`config.mk`:
```
export PLATFORM = sky130hd
export DESIGN_NAME = dram_strobe_decoder
export DESIGN_NICKNAME = d
export VERILOG_FILES = /design/src/rtl/dram_dec_pkg.sv /design/src/rtl/strobe_sync.sv /design/src/rtl/dram_dec_ctrl.sv /design/src/rtl/dram_dec_datapath.sv /design/src/rtl/dram_strobe_decoder.sv
export SDC_FILE = /design/constraint.sdc
export NUM_CORES = 1
export LEC_CHECK = 0
export ABC_AREA = 1
export CELL_PAD_IN_SITES_DETAIL_PLACEMENT = 0
export CELL_PAD_IN_SITES_GLOBAL_PLACEMENT = 1
export CORE_MARGIN = 3
export CORE_UTILIZATION = 34
export CTS_BUF_LIST = sky130_fd_sc_hd__clkbuf_16
export DETAILED_ROUTE_END_ITERATION = 10
export DONT_BUFFER_PORTS = 1
export MAX_ROUTING_LAYER = met4
export PLACE_DENSITY = 0.64
export REMOVE_ABC_BUFFERS = 1
export SKIP_LAST_GASP = 1
export SYNTH_ARGS = -nofsm -noshare
export SYNTH_HDL_FRONTEND = slang
export SYNTH_SLANG_ARGS = --single-unit
```
`constraint.sdc`:
```
create_clock -name clk -period 1.3 [get_ports clk]
set_input_delay 0.065 -clock clk [delete_from_list [all_inputs] [get_ports clk]]
set_output_delay 0.065 -clock clk [all_outputs]
set_load 0.02 [all_outputs]
```
`src/rtl/dram_dec_pkg.sv`:
```
package dram_dec_pkg;

  typedef enum logic [2:0] {
    CLS_STANDBY  = 3'd0,
    CLS_READ     = 3'd1,
    CLS_EARLY_WR = 3'd2,
    CLS_LATE_WR  = 3'd3,
    CLS_RAS_ONLY = 3'd4,
    CLS_CBR      = 3'd5,
    CLS_HIDDEN   = 3'd6
  } cyc_cls_e;

  typedef struct packed {
    logic     decide;
    cyc_cls_e cls;
    logic     latchRow;
    logic     useCounter;
    logic     wrPulse;
    logic     drvEn;
    logic     idleNow;
  } dec_strobe_t;

endpackage

```
`src/rtl/strobe_sync.sv`:
```
module strobe_sync #(
  parameter int          W       = 5,
  parameter int          STAGES  = 2,
  parameter logic [W-1:0] RST_VAL = '1
) (
  input  logic         clk,
  input  logic         rstN,
  input  logic [W-1:0] din,
  output logic [W-1:0] dout
);

  logic [W-1:0] stg [STAGES];

  always_ff @(posedge clk or negedge rstN) begin
    if (!rstN) stg[0] <= RST_VAL;
    else       stg[0] <= din;
  end

  for (genvar i = 1; i < STAGES; i++) begin : g_stage
    always_ff @(posedge clk or negedge rstN) begin
      if (!rstN) stg[i] <= RST_VAL;
      else       stg[i] <= stg[i-1];
    end
  end

  assign dout = stg[STAGES-1];

endmodule

```
`src/rtl/dram_dec_ctrl.sv`:
```
module dram_dec_ctrl
  import dram_dec_pkg::*;
(
  input  logic        clk,
  input  logic        rstN,
  input  logic        rasAct,
  input  logic        casAct,
  input  logic        weAct,
  output dec_strobe_t strb
);

  typedef enum logic [2:0] {
    ST_IDLE, ST_CASWAIT, ST_ROWOPEN, ST_RD, ST_WR, ST_HOLD, ST_HIDDEN, ST_CBR
  } st_e;

  st_e  st, stNxt;
  logic accessed, accNxt;
  logic weActD;
  logic weFall;

  assign weFall = weAct & ~weActD;

  always_ff @(posedge clk or negedge rstN) begin
    if (!rstN) begin
      st       <= ST_IDLE;
      accessed <= 1'b0;
      weActD   <= 1'b0;
    end else begin
      st       <= stNxt;
      accessed <= accNxt;
      weActD   <= weAct;
    end
  end

  always_comb begin
    stNxt = st;
    accNxt = accessed;
    strb = '0;
    strb.cls = CLS_STANDBY;
    strb.idleNow = !rasAct && !casAct;
    strb.drvEn = (st == ST_RD) || (st == ST_HOLD) || (st == ST_HIDDEN);
    case (st)
      ST_IDLE, ST_CASWAIT: begin
        if (rasAct && casAct) begin
          stNxt = ST_CBR;
          strb.decide = 1'b1;
          strb.cls = CLS_CBR;
          strb.useCounter = 1'b1;
        end else if (rasAct) begin
          stNxt = ST_ROWOPEN;
          strb.latchRow = 1'b1;
          accNxt = 1'b0;
        end else if (casAct) begin
          stNxt = ST_CASWAIT;
        end else begin
          stNxt = ST_IDLE;
        end
      end
      ST_ROWOPEN: begin
        if (!rasAct) begin
          stNxt = casAct ? ST_CASWAIT : ST_IDLE;
          if (!accessed) begin
            strb.decide = 1'b1;
            strb.cls = CLS_RAS_ONLY;
          end
        end else if (casAct) begin
          accNxt = 1'b1;
          strb.decide = 1'b1;
          if (weAct) begin
            stNxt = ST_WR;
            strb.cls = CLS_EARLY_WR;
            strb.wrPulse = 1'b1;
          end else begin
            stNxt = ST_RD;
            strb.cls = CLS_READ;
          end
        end
      end
      ST_RD: begin
        if (!casAct) stNxt = rasAct ? ST_ROWOPEN : ST_IDLE;
        else if (!rasAct) stNxt = ST_HOLD;
        else if (weFall) begin
          stNxt = ST_WR;
          strb.decide = 1'b1;
          strb.cls = CLS_LATE_WR;
          strb.wrPulse = 1'b1;
        end
      end
      ST_WR: begin
        if (!casAct) stNxt = rasAct ? ST_ROWOPEN : ST_IDLE;
        else if (!rasAct) stNxt = ST_HOLD;
      end
      ST_HOLD: begin
        if (!casAct) begin
          stNxt = rasAct ? ST_ROWOPEN : ST_IDLE;
          if (rasAct) begin
            strb.latchRow = 1'b1;
            accNxt = 1'b0;
          end
        end else if (rasAct) begin
          stNxt = ST_HIDDEN;
          strb.decide = 1'b1;
          strb.cls = CLS_HIDDEN;
          strb.useCounter = 1'b1;
        end
      end
      ST_HIDDEN: begin
        if (!rasAct) stNxt = casAct ? ST_HOLD : ST_IDLE;
        else if (!casAct) stNxt = ST_CBR;
      end
      ST_CBR: begin
        if (!rasAct) stNxt = casAct ? ST_CASWAIT : ST_IDLE;
      end
      default: stNxt = ST_IDLE;
    endcase
  end

endmodule

```
`src/rtl/dram_dec_datapath.sv`:
```
module dram_dec_datapath
  import dram_dec_pkg::*;
#(
  parameter int AddrW = 10
) (
  input  logic             clk,
  input  logic             rstN,
  input  dec_strobe_t      strb,
  input  logic [AddrW-1:0] addr,
  input  logic             lcAct,
  input  logic             ucAct,
  input  logic             oeAct,
  input  logic             weAct,
  output logic             loOe,
  output logic             hiOe,
  output logic             loWr,
  output logic             hiWr,
  output logic             classValid,
  output logic [2:0]       cycClass,
  output logic [AddrW-1:0] refRow
);

  logic [AddrW-1:0] rowLatch;
  logic [AddrW-1:0] refreshCnt;
  cyc_cls_e         clsReg;
  logic             readPath;

  always_ff @(posedge clk or negedge rstN) begin
    if (!rstN) begin
      rowLatch   <= '0;
      refreshCnt <= '0;
      refRow     <= '0;
      clsReg     <= CLS_STANDBY;
      classValid <= 1'b0;
      loWr       <= 1'b0;
      hiWr       <= 1'b0;
    end else begin
      if (strb.latchRow) rowLatch <= addr;
      if (strb.decide && strb.useCounter) begin
        refRow     <= refreshCnt;
        refreshCnt <= refreshCnt + 1'b1;
      end else if (strb.decide && strb.cls == CLS_RAS_ONLY) begin
        refRow <= rowLatch;
      end
      if (strb.decide)       clsReg <= strb.cls;
      else if (strb.idleNow) clsReg <= CLS_STANDBY;
      classValid <= strb.decide;
      loWr <= strb.wrPulse & lcAct;
      hiWr <= strb.wrPulse & ucAct;
    end
  end

  assign readPath = strb.drvEn & oeAct & ~weAct;
  assign loOe     = readPath & lcAct;
  assign hiOe     = readPath & ucAct;
  assign cycClass = clsReg;

endmodule

```
`src/rtl/dram_strobe_decoder.sv`:
```
module dram_strobe_decoder
  import dram_dec_pkg::*;
#(
  parameter int AddrW      = 10,
  parameter int SyncStages = 2
) (
  input  logic             clk,
  input  logic             rstN,
  input  logic             rasN,
  input  logic             lcasN,
  input  logic             ucasN,
  input  logic             weN,
  input  logic             oeN,
  input  logic [AddrW-1:0] addr,
  output logic             loOe,
  output logic             hiOe,
  output logic             loWr,
  output logic             hiWr,
  output logic             classValid,
  output logic [2:0]       cycClass,
  output logic [AddrW-1:0] refRow
);

  localparam int NumStrobes = 5;

  logic [NumStrobes-1:0] rawN, syncN;
  logic rasAct, lcAct, ucAct, weAct, oeAct, casAct;
  dec_strobe_t strb;

  assign rawN = {rasN, lcasN, ucasN, weN, oeN};

  strobe_sync #(.W(NumStrobes), .STAGES(SyncStages), .RST_VAL('1)) i_sync (
    .clk(clk), .rstN(rstN), .din(rawN), .dout(syncN)
  );

  assign {rasAct, lcAct, ucAct, weAct, oeAct} = ~syncN;
  assign casAct = lcAct | ucAct;

  dram_dec_ctrl i_ctrl (
    .clk(clk), .rstN(rstN), .rasAct(rasAct), .casAct(casAct),
    .weAct(weAct), .strb(strb)
  );

  dram_dec_datapath #(.AddrW(AddrW)) i_dp (
    .clk(clk), .rstN(rstN), .strb(strb), .addr(addr),
    .lcAct(lcAct), .ucAct(ucAct), .oeAct(oeAct), .weAct(weAct),
    .loOe(loOe), .hiOe(hiOe), .loWr(loWr), .hiWr(hiWr),
    .classValid(classValid), .cycClass(cycClass), .refRow(refRow)
  );

endmodule

```
==> results of run 1 <==
==> worst reg2reg max path, stage by stage, from the launching register on <==
cell	delay (ns)
dfstp_2	0.55
nand2_4	0.09
buf_4	0.15
nor2_4	0.13
nand2_8	0.12
mux2_4	0.32
==> layout make-up <==
type                    count  area [um^2]
clock buffers               5        125.1
clock inverters             2        12.51
fillers                   634         3224
inverters                  18        81.33
multi-input cells         165         1205
flip-flops and latches     51         1291
well taps                  96        120.1
repair buffers             79        772.0
==> worst min-delay path by stage <==
stage,slack [ns],cells past startpoint,endpoint
floorplan,-0.23,0,i_ctrl.accessed$_DFFE_PN0P_
global placement,-0.23,0,i_dp.classValid$_DFF_PN0_
detailed placement,-0.23,0,i_dp.classValid$_DFF_PN0_
CTS,0.30,2,i_dp.classValid$_DFF_PN0_
global route,0.32,2,i_dp.cycClass[0]$_DFFE_PN0P_
finish,0.28,2,i_dp.classValid$_DFF_PN0_
==> logic make-up (layout without fill, tap and decap cells) <==
kind of cell               Yosys count  in the layout  synth area share
AOI/OAI and AO/OA                   16             16           0.05736
xor gates and xnor gates             7              7           0.02532
adders and majority gates            1              1          0.005167
buffers and inverters               22            104           0.04702
DFF                                 51             51            0.5323
muxes                               10             10           0.06201
and+or+nand+nor                    131            131            0.2708
==> routing by layer <==
metal | up-vias | GRT usage
met5 | - | -
met1 | 951 | 0.1887
met2 | 46 | 0.2116
met4 | 0 | 0.04719
li1 | 943 | -
met3 | 6 | 0.03000
==> sequential cells by signal (all words and copies together), names as in the netlist <==
register	cells
i_ctrl.accessed	1
i_ctrl.weActD	1
i_dp.hiWr	1
i_sync.stg	5
i_dp.loWr	1
i_dp.refRow	10
i_sync.dout	5
i_dp.classValid	1
i_dp.rowLatch	10
i_ctrl.st	3
i_dp.refreshCnt	10
i_dp.cycClass	3
==> what timing repair did <==
item                                   CTS  global route
resized for setup                       26            44
hold buffers                            17             0
buffers inserted                        11            15
pin swaps                               13            23
setup endpoints to repair               40            41
endpoints found under the hold margin   66             0
==> power by group <==
part           switching, uW  internal [uW]  total (uW)
sequential               680           2110        2790
combinational           1310           1440        2750
clock                    558            704        1260
==> placed cells by master (no fill, tap or decap), drive strengths merged <==
master	netlist	routed
nand2	55	55
ha	1	1
mux2	10	10
dlygate4sd3	0	16
xor2	6	6
dfrtp	41	41
buf	4	63
o22ai	6	6
o211ai	2	2
dfstp	10	10
nor2	49	49
o21ai	4	4
nand4	9	9
nand3	12	12
nand3b	1	1
clkbuf	0	5
nor3	4	4
inv	16	17
a21oi	2	2
a211oi	2	2
clkinv	2	3
xnor2	1	1
or2	1	1
==> metrics by stage <==
| stage | worst slack [ns] | instances | area, um^2 |
|---|---|---|---|
| 2_1_floorplan | -0.1029 | 234 | 2384 |
| 3_3_place_gp | -0.1634 | 368 | 2814 |
| 3_5_place_dp | -0.1927 | 368 | 2814 |
| 4_1_cts | -0.1668 | 403 | 3313 |
| 5_1_grt | -0.2492 | 416 | 3607 |
| 6_report | -0.1669 | 416 | 3607 |
==> results.sh, run 1 <==
export IMPL_status="finished with violations"
export IMPL_failed_checks="negative setup slack"
export IMPL_routed_via_density=4.678
export IMPL_row_count=30
export IMPL_drive_above_1_share=0.4875
export IMPL_yosys_most_used_dff="dfrtp_1"
export IMPL_top_layer_used="met4"
export IMPL_whs_ns=0.2823
export IMPL_yosys_top_cells_area="dfrtp_1 (42%), dfstp_2 (11%), nand2_1 (7.4%), mux2_4 (6.2%), nor2_1 (6.2%)"
export IMPL_crit_fanout=10
export IMPL_die_h_um=90.39
export IMPL_routedWlPerCell_um=13.56
export IMPL_synthMostInstantiatedCell="nand2_1"
export IMPL_antenna_cells=0
export IMPL_drt_iter0_markers=108
export IMPL_drcViolationCount=0
export IMPL_reg2reg_from="i_sync.dout[3]$_DFF_PN1_"
export IMPL_fin_crit_sh=1.128
export IMPL_grt_overflow=0
export IMPL_power_density_mw_per_mm2=1886
export IMPL_cp_arrival_ns=1.64
export IMPL_ir_worst_vdd_uv=926.5
export IMPL_ys_ff_latch=51
export IMPL_crit_type="flip-flop to flip-flop"
export IMPL_dieArea_mm2=0.008169
export IMPL_netlist_instances=238
export IMPL_slew_violations=0
export IMPL_final_core_util=0.5280
export IMPL_startpoint_type="flip-flop"
export IMPL_postRouteAntennaNets=0
export IMPL_skew_ns=0.007469
export IMPL_max_cap_viol_count=0
export IMPL_min_path_type="input port to async pin"
export IMPL_insertion_delay_ns=0.28
export IMPL_num_io_pins=35
export IMPL_grt_max_degree=52
export IMPL_ctsHtreeMaxLevel=2
export IMPL_fmax_mhz=681.7
export IMPL_crit_chain="nand2_4 -> buf_4 -> nor2_4 -> nand2_8 -> mux2_4"
export IMPL_ys_warn_count=0
export IMPL_power_uw=6805
export IMPL_initial_core_util=0.3544
export IMPL_synth_edf_count=0
export IMPL_drt_met1_wl_um=2597
export IMPL_syn2layout_area_growth_pct=48.99
export IMPL_ff2ff_path_depth=5
export IMPL_portBuffers=0
export IMPL_critical_path_buf_inv_count=1
export IMPL_fin_nets=338
export IMPL_end_kind="flip-flop"
export IMPL_p_leak_uw=0.001690
export IMPL_cp_startpoint="i_sync.dout[3]$_DFF_PN1_"
export IMPL_cts_reportedPaths_clkPinSlew_ns=0.07
export IMPL_dr_pass1_iters=5
export IMPL_grt_pass1_vias=1829
export IMPL_rsz0062_at_grt="true"
export IMPL_clock_path_buffers=2
export IMPL_cts_sinks=51
export IMPL_grt_usage=0.1404
export IMPL_cts_tree="done"
export IMPL_yosys_area_top_type="dfrtp_1"
export IMPL_dr_wl_met3_um=247
export IMPL_syn_area_mm2=0.002421
export IMPL_slew_headroom=0.7787
export IMPL_netlist_area_leader_share=0.4238
export IMPL_numCtsBuffers=5
export IMPL_slowest_stage="dfstp_2"
export IMPL_synth_common_cells="nand2_1 (48), dfrtp_1 (41), nor2_1 (40), inv_1 (11), nand3_1 (11)"
export IMPL_num_vias=1946
export IMPL_wl_um=5641
export IMPL_post_dp_hpwl_um=3722
export IMPL_finalHoldViolations=0
export IMPL_ys_seq_area_frac=0.5323
export IMPL_worstMarginPinSlew_ns=0.3294
export IMPL_required_ns=1.47
export IMPL_fin_ws_ns=-0.1669
export IMPL_min_period_ns=1.467
export IMPL_wl_met2_um=2729
export IMPL_grt_antenna_before_repair=0
export IMPL_setup_tns_ns=-4.652
export IMPL_avgSynthCellArea_um2=10.17
export IMPL_die_w_um=90.39
export IMPL_gp_congestion=0.8774
export IMPL_grt_pass1_wl_um=9018
export IMPL_crit_family="flip-flops"
export IMPL_critical_path_cell_count=5
export IMPL_synth_distinct_cells=33
export IMPL_rrSetupSlack_ns=-0.17
export IMPL_coreArea_mm2=0.006832
export IMPL_cts_root_buf="clkbuf_16"
export IMPL_finalSetupViolations=40
export IMPL_cp_endpoint="i_dp.rowLatch[7]$_DFFE_PN0P_"
export IMPL_reg2reg_to="i_dp.rowLatch[7]$_DFFE_PN0P_"
export IMPL_max_stage_delay_ns=0.55
export IMPL_async_flop_share=1.000
Note: power is estimated with default switching activity, not from simulation.
==> inputs of run 2 (changes only) <==
--- a/config.mk
+++ b/config.mk
@@ -14,7 +14,7 @@
 export DETAILED_ROUTE_END_ITERATION = 10
 export DONT_BUFFER_PORTS = 1
 export MAX_ROUTING_LAYER = met4
-export PLACE_DENSITY = 0.64
+export PLACE_DENSITY = 0.62
 export REMOVE_ABC_BUFFERS = 1
 export SKIP_LAST_GASP = 1
 export SYNTH_ARGS = -nofsm -noshare
==> constraint.sdc (replaced) <==
create_clock -name clk -period 1.4 [get_ports clk]
set_input_delay 0.07 -clock clk [delete_from_list [all_inputs] [get_ports clk]]
set_output_delay 0.07 -clock clk [all_outputs]
set_load 0.02 [all_outputs]
==> run 2 against run 1 <==
  * Sequential share of layout area is 2.5 points higher
  * Critical path type unchanged
  * Critical endpoint is now i_dp.refRow[1]$_DFFE_PN0P_
  * Flip-flop and latch count stayed put
  * Largest power group unchanged
  * Register-to-register slack better by 0.12 ns
  * The flow still finishes with violations (negative setup slack)
  * Routed wire length is 4.6% lower
  * Worst hold slack better by 0.0054 ns
  * Core utilization is 3.4 points lower
  * First-iteration DRC count is 27% lower
==> results.sh, run 2 (synthesis results as in run 1) <==
export IMPL_status="finished with violations"
export IMPL_failed_checks="negative setup slack"
export IMPL_fmax_mhz=692.7
export IMPL_postRouteAntennaNets=0
export IMPL_die_w_um=90.39
export IMPL_row_count=30
export IMPL_layout_commonest_cell="nand2_1"
export IMPL_rsz0062_at_grt="true"
export IMPL_grt_pass1_wl_um=9411
export IMPL_wl_um=5380
export IMPL_final_cell_mix="nand2_1 (43), dfrtp_1 (39), nor2_1 (30), buf_4 (30), dlygate4sd3_1 (16)"
export IMPL_finalHoldViolations=0
export IMPL_drcViolationCount=0
export IMPL_power_frac_seq=0.436
export IMPL_coreArea_mm2=0.006832
export IMPL_max_cap_viol_count=0
export IMPL_required_ns=1.57
export IMPL_drive_above_1_share=0.4133
export IMPL_num_io_pins=35
export IMPL_insertion_delay_ns=0.29
export IMPL_finalSetupViolations=19
export IMPL_p_leak_uw=0.001549
export IMPL_syn2layout_area_growth_pct=39.33
export IMPL_skew_ns=0.004215
export IMPL_grt_overflow=0
export IMPL_crit_type="flip-flop to flip-flop"
export IMPL_slew_headroom=0.7878
export IMPL_dr_wl_met3_um=292
export IMPL_power_frac_clock=0.193
export IMPL_ctsHtreeMaxLevel=2
export IMPL_cts_root_buf="clkbuf_16"
export IMPL_reg2reg_to="i_dp.refRow[1]$_DFFE_PN0P_"
export IMPL_drt_met1_wl_um=2363
export IMPL_cp_arrival_ns=1.62
export IMPL_clock_path_buffers=2
export IMPL_cts_tree="done"
export IMPL_min_path_type="input port to async pin"
export IMPL_reg2reg_from="i_ctrl.st[1]$_DFFE_PN0P_"
export IMPL_dieArea_mm2=0.008169
export IMPL_initial_core_util=0.3544
export IMPL_routed_via_density=4.649
export IMPL_routedWlPerCell_um=13.59
export IMPL_top_layer_used="met4"
export IMPL_drt_iter0_markers=79
export IMPL_ir_worst_vdd_uv=794.4
export IMPL_seq_area_mm2=0.001291
export IMPL_portBuffers=0
export IMPL_die_h_um=90.39
export IMPL_power_uw=6012
export IMPL_grt_usage=0.1468
export IMPL_min_period_ns=1.444
export IMPL_cts_reportedPaths_clkPinSlew_ns=0.07
export IMPL_rrSetupSlack_ns=-0.04
export IMPL_post_dp_hpwl_um=3707
export IMPL_p_comb_frac=0.371
export IMPL_p_int_uw=3726
export IMPL_cts_sinks=51
export IMPL_grt_pass1_vias=1915
export IMPL_wl_met2_um=2663
export IMPL_ff2ff_path_depth=7
export IMPL_dr_pass1_iters=4
export IMPL_fin_crit_sh=1.031
export IMPL_fin_ws_ns=-0.04356
export IMPL_finalInstanceArea_mm2=0.003373
export IMPL_worstMarginPinSlew_ns=0.3179
export IMPL_multi_input_area_mm2=0.001196
export IMPL_gp_congestion=0.8873
export IMPL_startpoint_type="flip-flop"
export IMPL_grt_max_degree=52
export IMPL_largestRegisters="i_dp.refRow: 10 flops, i_dp.refreshCnt: 10 flops, i_dp.rowLatch: 10 flops"
export IMPL_grt_antenna_before_repair=0
export IMPL_end_kind="flip-flop"
export IMPL_antenna_cells=0
export IMPL_slew_violations=0
export IMPL_whs_ns=0.2878
export IMPL_p_sw_frac=0.3802
export IMPL_power_density_mw_per_mm2=1782
export IMPL_p_sw_uw=2286
export IMPL_crit_fanout=7
export IMPL_cp_startpoint="i_ctrl.st[1]$_DFFE_PN0P_"
export IMPL_num_vias=1841
export IMPL_fillers=651
export IMPL_post_dp_cell_area_mm2=0.002734
export IMPL_cp_endpoint="i_dp.refRow[1]$_DFFE_PN0P_"
export IMPL_numCtsBuffers=5
export IMPL_fin_nets=317
[run 2: how the worst min path moves through the flow]
stage	startpoint	to	slack, ns	cells after the start
after CTS	rstN	i_dp.classValid$_DFF_PN0_	0.31	2
after detailed placement	rstN	i_dp.classValid$_DFF_PN0_	-0.22	0
after global routing	rstN	i_dp.classValid$_DFF_PN0_	0.31	2
final	rstN	i_dp.classValid$_DFF_PN0_	0.29	2
after global placement	rstN	i_dp.cycClass[2]$_DFFE_PN0P_	-0.22	0
after floorplan	rstN	i_ctrl.accessed$_DFFE_PN0P_	-0.23	0
[run 2: metrics by stage]
step	util	worst slack [ns]	cells	TNS, ns
5_1_grt	0.4938	-0.1236	396	-2.627
2_1_floorplan	-	-0.002857	234	-0.02857
3_5_place_dp	0.4002	-0.08000	359	-1.138
6_report	0.4938	-0.04356	396	-0.4292
4_1_cts	0.4755	-0.03496	396	-0.1914
3_3_place_gp	0.4002	-0.04881	359	-0.5879
[run 2: repair_timing]
item                                    in CTS  in global routing
hold endpoints to repair                    66                  0
gates resized for setup                     24                 31
gates cloned                                 1                  0
setup buffers                               11                  1
hold buffers                                17                  0
pin swaps                                   12                 15
endpoints found under the setup margin      27                 35
[run 2: layout make-up]
type / count / share of cell area
Clock buffer: 5 / 0.03709
Clock inverter: 3 / 0.004822
Inverter: 18 / 0.02671
Multi-Input combinational cell: 166 / 0.3546
Sequential cell: 51 / 0.3828
Tap cell: 96 / 0.03561
Timing Repair Buffer: 57 / 0.1584
[run 2: power groups by stage]
stage / Combinational [uW] / Clock, uW / Sequential [uW]
after floorplan: 1200 / 0 / 2530
after global placement: 1680 / 0 / 2610
after detailed placement: 1690 / 0 / 2620
after CTS: 2070 / 1210 / 2610
after global routing: 2470 / 1280 / 2700
final: 2230 / 1160 / 2620
[run 2: worst max-delay path, cell delays in order, from the launching register on]
cell,delay [ns]
dfrtp_2,0.50
buf_6,0.15
nand3_4,0.14
nor2_4,0.16
inv_2,0.08
buf_12,0.15
o22ai_4,0.10
nor2_1,0.06
[run 2: metal layers]
layer,GRT usage,vias to the layer above
met5,-,-
met2,0.2371,45
met1,0.1846,888
li1,-,901
met4,0.03827,0
met3,0.03750,7
==> inputs of run 3 (changes only) <==
--- a/config.mk
+++ b/config.mk
@@ -9,12 +9,13 @@
 export CELL_PAD_IN_SITES_DETAIL_PLACEMENT = 0
 export CELL_PAD_IN_SITES_GLOBAL_PLACEMENT = 1
 export CORE_MARGIN = 3
-export CORE_UTILIZATION = 34
+export CORE_UTILIZATION = 48
 export CTS_BUF_LIST = sky130_fd_sc_hd__clkbuf_16
+export CTS_CLUSTER_SIZE = 28
 export DETAILED_ROUTE_END_ITERATION = 10
 export DONT_BUFFER_PORTS = 1
 export MAX_ROUTING_LAYER = met4
-export PLACE_DENSITY = 0.62
+export PLACE_DENSITY = 0.81
 export REMOVE_ABC_BUFFERS = 1
 export SKIP_LAST_GASP = 1
 export SYNTH_ARGS = -nofsm -noshare
==> run 3 against run 2 <==
  * The run still ends with negative setup slack left
  * Highest routed layer unchanged
  * Power fell by 4.0%
  * First-iteration DRC count down 5.1%
  * Cell area down 5.0%
  * Flip-flop and latch count unchanged
  * Die area is 27% lower
  * Sequential power is essentially flat
==> results.sh, run 3 (synthesis results as in run 1) <==
export IMPL_dr_pass1_iters=4
export IMPL_cp_startpoint="i_ctrl.st[2]$_DFFE_PN0P_"
export IMPL_die_w_um=77.02
export IMPL_slew_headroom=0.8092
export IMPL_post_dp_hpwl_um=3493
export IMPL_reg2reg_from="i_ctrl.st[1]$_DFFE_PN0P_"
export IMPL_syn2layout_area_growth_pct=32.35
export IMPL_power_frac_clock=0.204
export IMPL_cts_sinks=51
export IMPL_grt_usage=0.1860
export IMPL_cp_endpoint="loOe"
export IMPL_min_period_ns=1.440
export IMPL_die_h_um=77.02
export IMPL_p_comb_frac=0.345
export IMPL_drt_iter0_markers=75
export IMPL_critical_path_cell_count=6
export IMPL_min_path_type="input port to async pin"
export IMPL_crit_fanout=5
export IMPL_worstMarginPinSlew_ns=0.2858
export IMPL_max_stage_delay_ns=0.47
export IMPL_grt_overflow=0
export IMPL_crit_family="flip-flops"
export IMPL_slowest_stage="dfrtp_2"
export IMPL_max_cap_viol_count=0
export IMPL_p_sw_uw=2179
export IMPL_reg2reg_to="i_ctrl.st[2]$_DFFE_PN0P_"
export IMPL_initial_core_util=0.5059
export IMPL_grt_pass1_wl_um=8507
export IMPL_coreArea_mm2=0.004786
export IMPL_status="finished with violations"
export IMPL_finalHoldViolations=0
export IMPL_skew_ns=0.007315
export IMPL_antenna_cells=0
export IMPL_power_frac_seq=0.451
export IMPL_final_cell_mix="nand2_1 (45), dfrtp_1 (38), nor2_1 (35), buf_4 (35), dlygate4sd3_1 (16)"
export IMPL_p_sw_frac=0.3774
export IMPL_postRouteAntennaNets=0
export IMPL_power_density_mw_per_mm2=1801
export IMPL_fin_nets=315
export IMPL_gp_congestion=0.8674
export IMPL_cts_root_buf="clkbuf_16"
export IMPL_required_ns=1.33
export IMPL_end_kind="primary output"
export IMPL_row_count=25
export IMPL_layout_commonest_cell="nand2_1"
export IMPL_rrSetupSlack_ns=-0.01
export IMPL_post_dp_cell_area_mm2=0.002655
export IMPL_drive_above_1_share=0.3792
export IMPL_drcViolationCount=0
export IMPL_preCtsSetupSlack_ns=-0.04693
export IMPL_cts_tree="done"
export IMPL_crit_type="flip-flop to primary output"
export IMPL_clock_path_buffers=2
export IMPL_grt_max_degree=52
export IMPL_failed_checks="negative setup slack"
export IMPL_dp_cells=326
export IMPL_fin_ws_ns=-0.04009
export IMPL_fin_crit_sh=1.029
export IMPL_rsz0062_at_grt="true"
export IMPL_num_vias=1791
export IMPL_finalInstanceArea_mm2=0.003204
export IMPL_p_int_uw=3593
export IMPL_p_leak_uw=0.001516
export IMPL_power_uw=5772
export IMPL_fin_cells=365
export IMPL_grt_pass1_vias=1753
export IMPL_wl_um=5195
export IMPL_insertion_delay_ns=0.29
export IMPL_startpoint_type="flip-flop"
export IMPL_num_io_pins=35
export IMPL_fmax_mhz=694.4
export IMPL_finalSetupViolations=4
export IMPL_largestRegisters="i_dp.refRow: 10 flops, i_dp.refreshCnt: 10 flops, i_dp.rowLatch: 10 flops"
export IMPL_routedWlPerCell_um=14.23
export IMPL_cp_arrival_ns=1.37
export IMPL_cts_reportedPaths_clkPinSlew_ns=0.07
export IMPL_crit_chain="clkinv_4 -> nand3_2 -> nand2_2 -> o21ai_2 -> nor2_1 -> buf_4"
export IMPL_ir_worst_vdd_uv=1288
export IMPL_final_core_util=0.6695
export IMPL_dieArea_mm2=0.005932
export IMPL_ctsHtreeMaxLevel=2
export IMPL_routed_via_density=4.907
export IMPL_numCtsBuffers=5
export IMPL_slew_violations=0
export IMPL_ff2ff_path_depth=10
export IMPL_grt_antenna_before_repair=0
export IMPL_critical_path_buf_inv_count=2
export IMPL_portBuffers=0
run 3: changes by cell type in the layout (fill, tap and decap cells not counted), sizes merged:
cell,before,now
buf,41,39
inv,17,18
clkinv,4,3
run 3: what timing repair did:
| item | CTS | global route |
|---|---|---|
| setup buffers | 3 | 10 |
| gates cloned | 0 | 1 |
| hold buffers | 17 | 0 |
| resized for setup | 15 | 16 |
| hold endpoints to repair | 66 | 0 |
| pin swaps | 4 | 11 |
| setup endpoints to repair | 18 | 33 |
run 3: layer usage:
metal | up-vias | track usage | share of wire
met4 | 0 | 0.04270 | 0.012
li1 | 894 | - | -
met5 | - | - | 0
met3 | 6 | 0.03756 | 0.034
met2 | 37 | 0.2927 | 0.48
met1 | 854 | 0.2508 | 0.47
run 3: stage by stage:
| step | setup TNS [ns] | hold slack (ns) |
|---|---|---|
| after floorplan | -0.02857 | -0.2256 |
| after global placement | -0.02251 | -0.2240 |
| after detailed placement | -0.4829 | -0.2245 |
| after CTS | -0.07878 | 0.2972 |
| after global routing | -1.200 | 0.3038 |
| final | -0.07742 | 0.2867 |
run 3: power groups by stage:
stage | clock network, uW | logic, uW | registers [uW]
after global placement | 0 | 1590 | 2620
after global routing | 1270 | 2200 | 2670
final | 1180 | 1990 | 2600
after CTS | 1210 | 1790 | 2610
after floorplan | 0 | 1200 | 2530
after detailed placement | 0 | 1600 | 2620
run 3: how the worst min path moves through the flow:
| stage | from | to | slack, ns |
|---|---|---|---|
| after floorplan | rstN | i_ctrl.accessed$_DFFE_PN0P_ | -0.23 |
| after global placement | rstN | i_dp.hiWr$_DFF_PN0_ | -0.22 |
| after detailed placement | rstN | i_dp.refRow[1]$_DFFE_PN0P_ | -0.22 |
| after CTS | rstN | i_dp.hiWr$_DFF_PN0_ | 0.30 |
| after global routing | rstN | i_dp.rowLatch[3]$_DFFE_PN0P_ | 0.30 |
| final | rstN | i_dp.hiWr$_DFF_PN0_ | 0.29 |
run 3: area by class of cell:
class / count / area [um^2]
inverter: 18 / 85.08
clock inverter: 3 / 16.27
fill: 378 / 1582
sequential: 51 / 1292
tap: 67 / 83.83
timing repair buffer: 55 / 484.2
multi-input combinational: 166 / 1117
clock buffer: 5 / 125.1
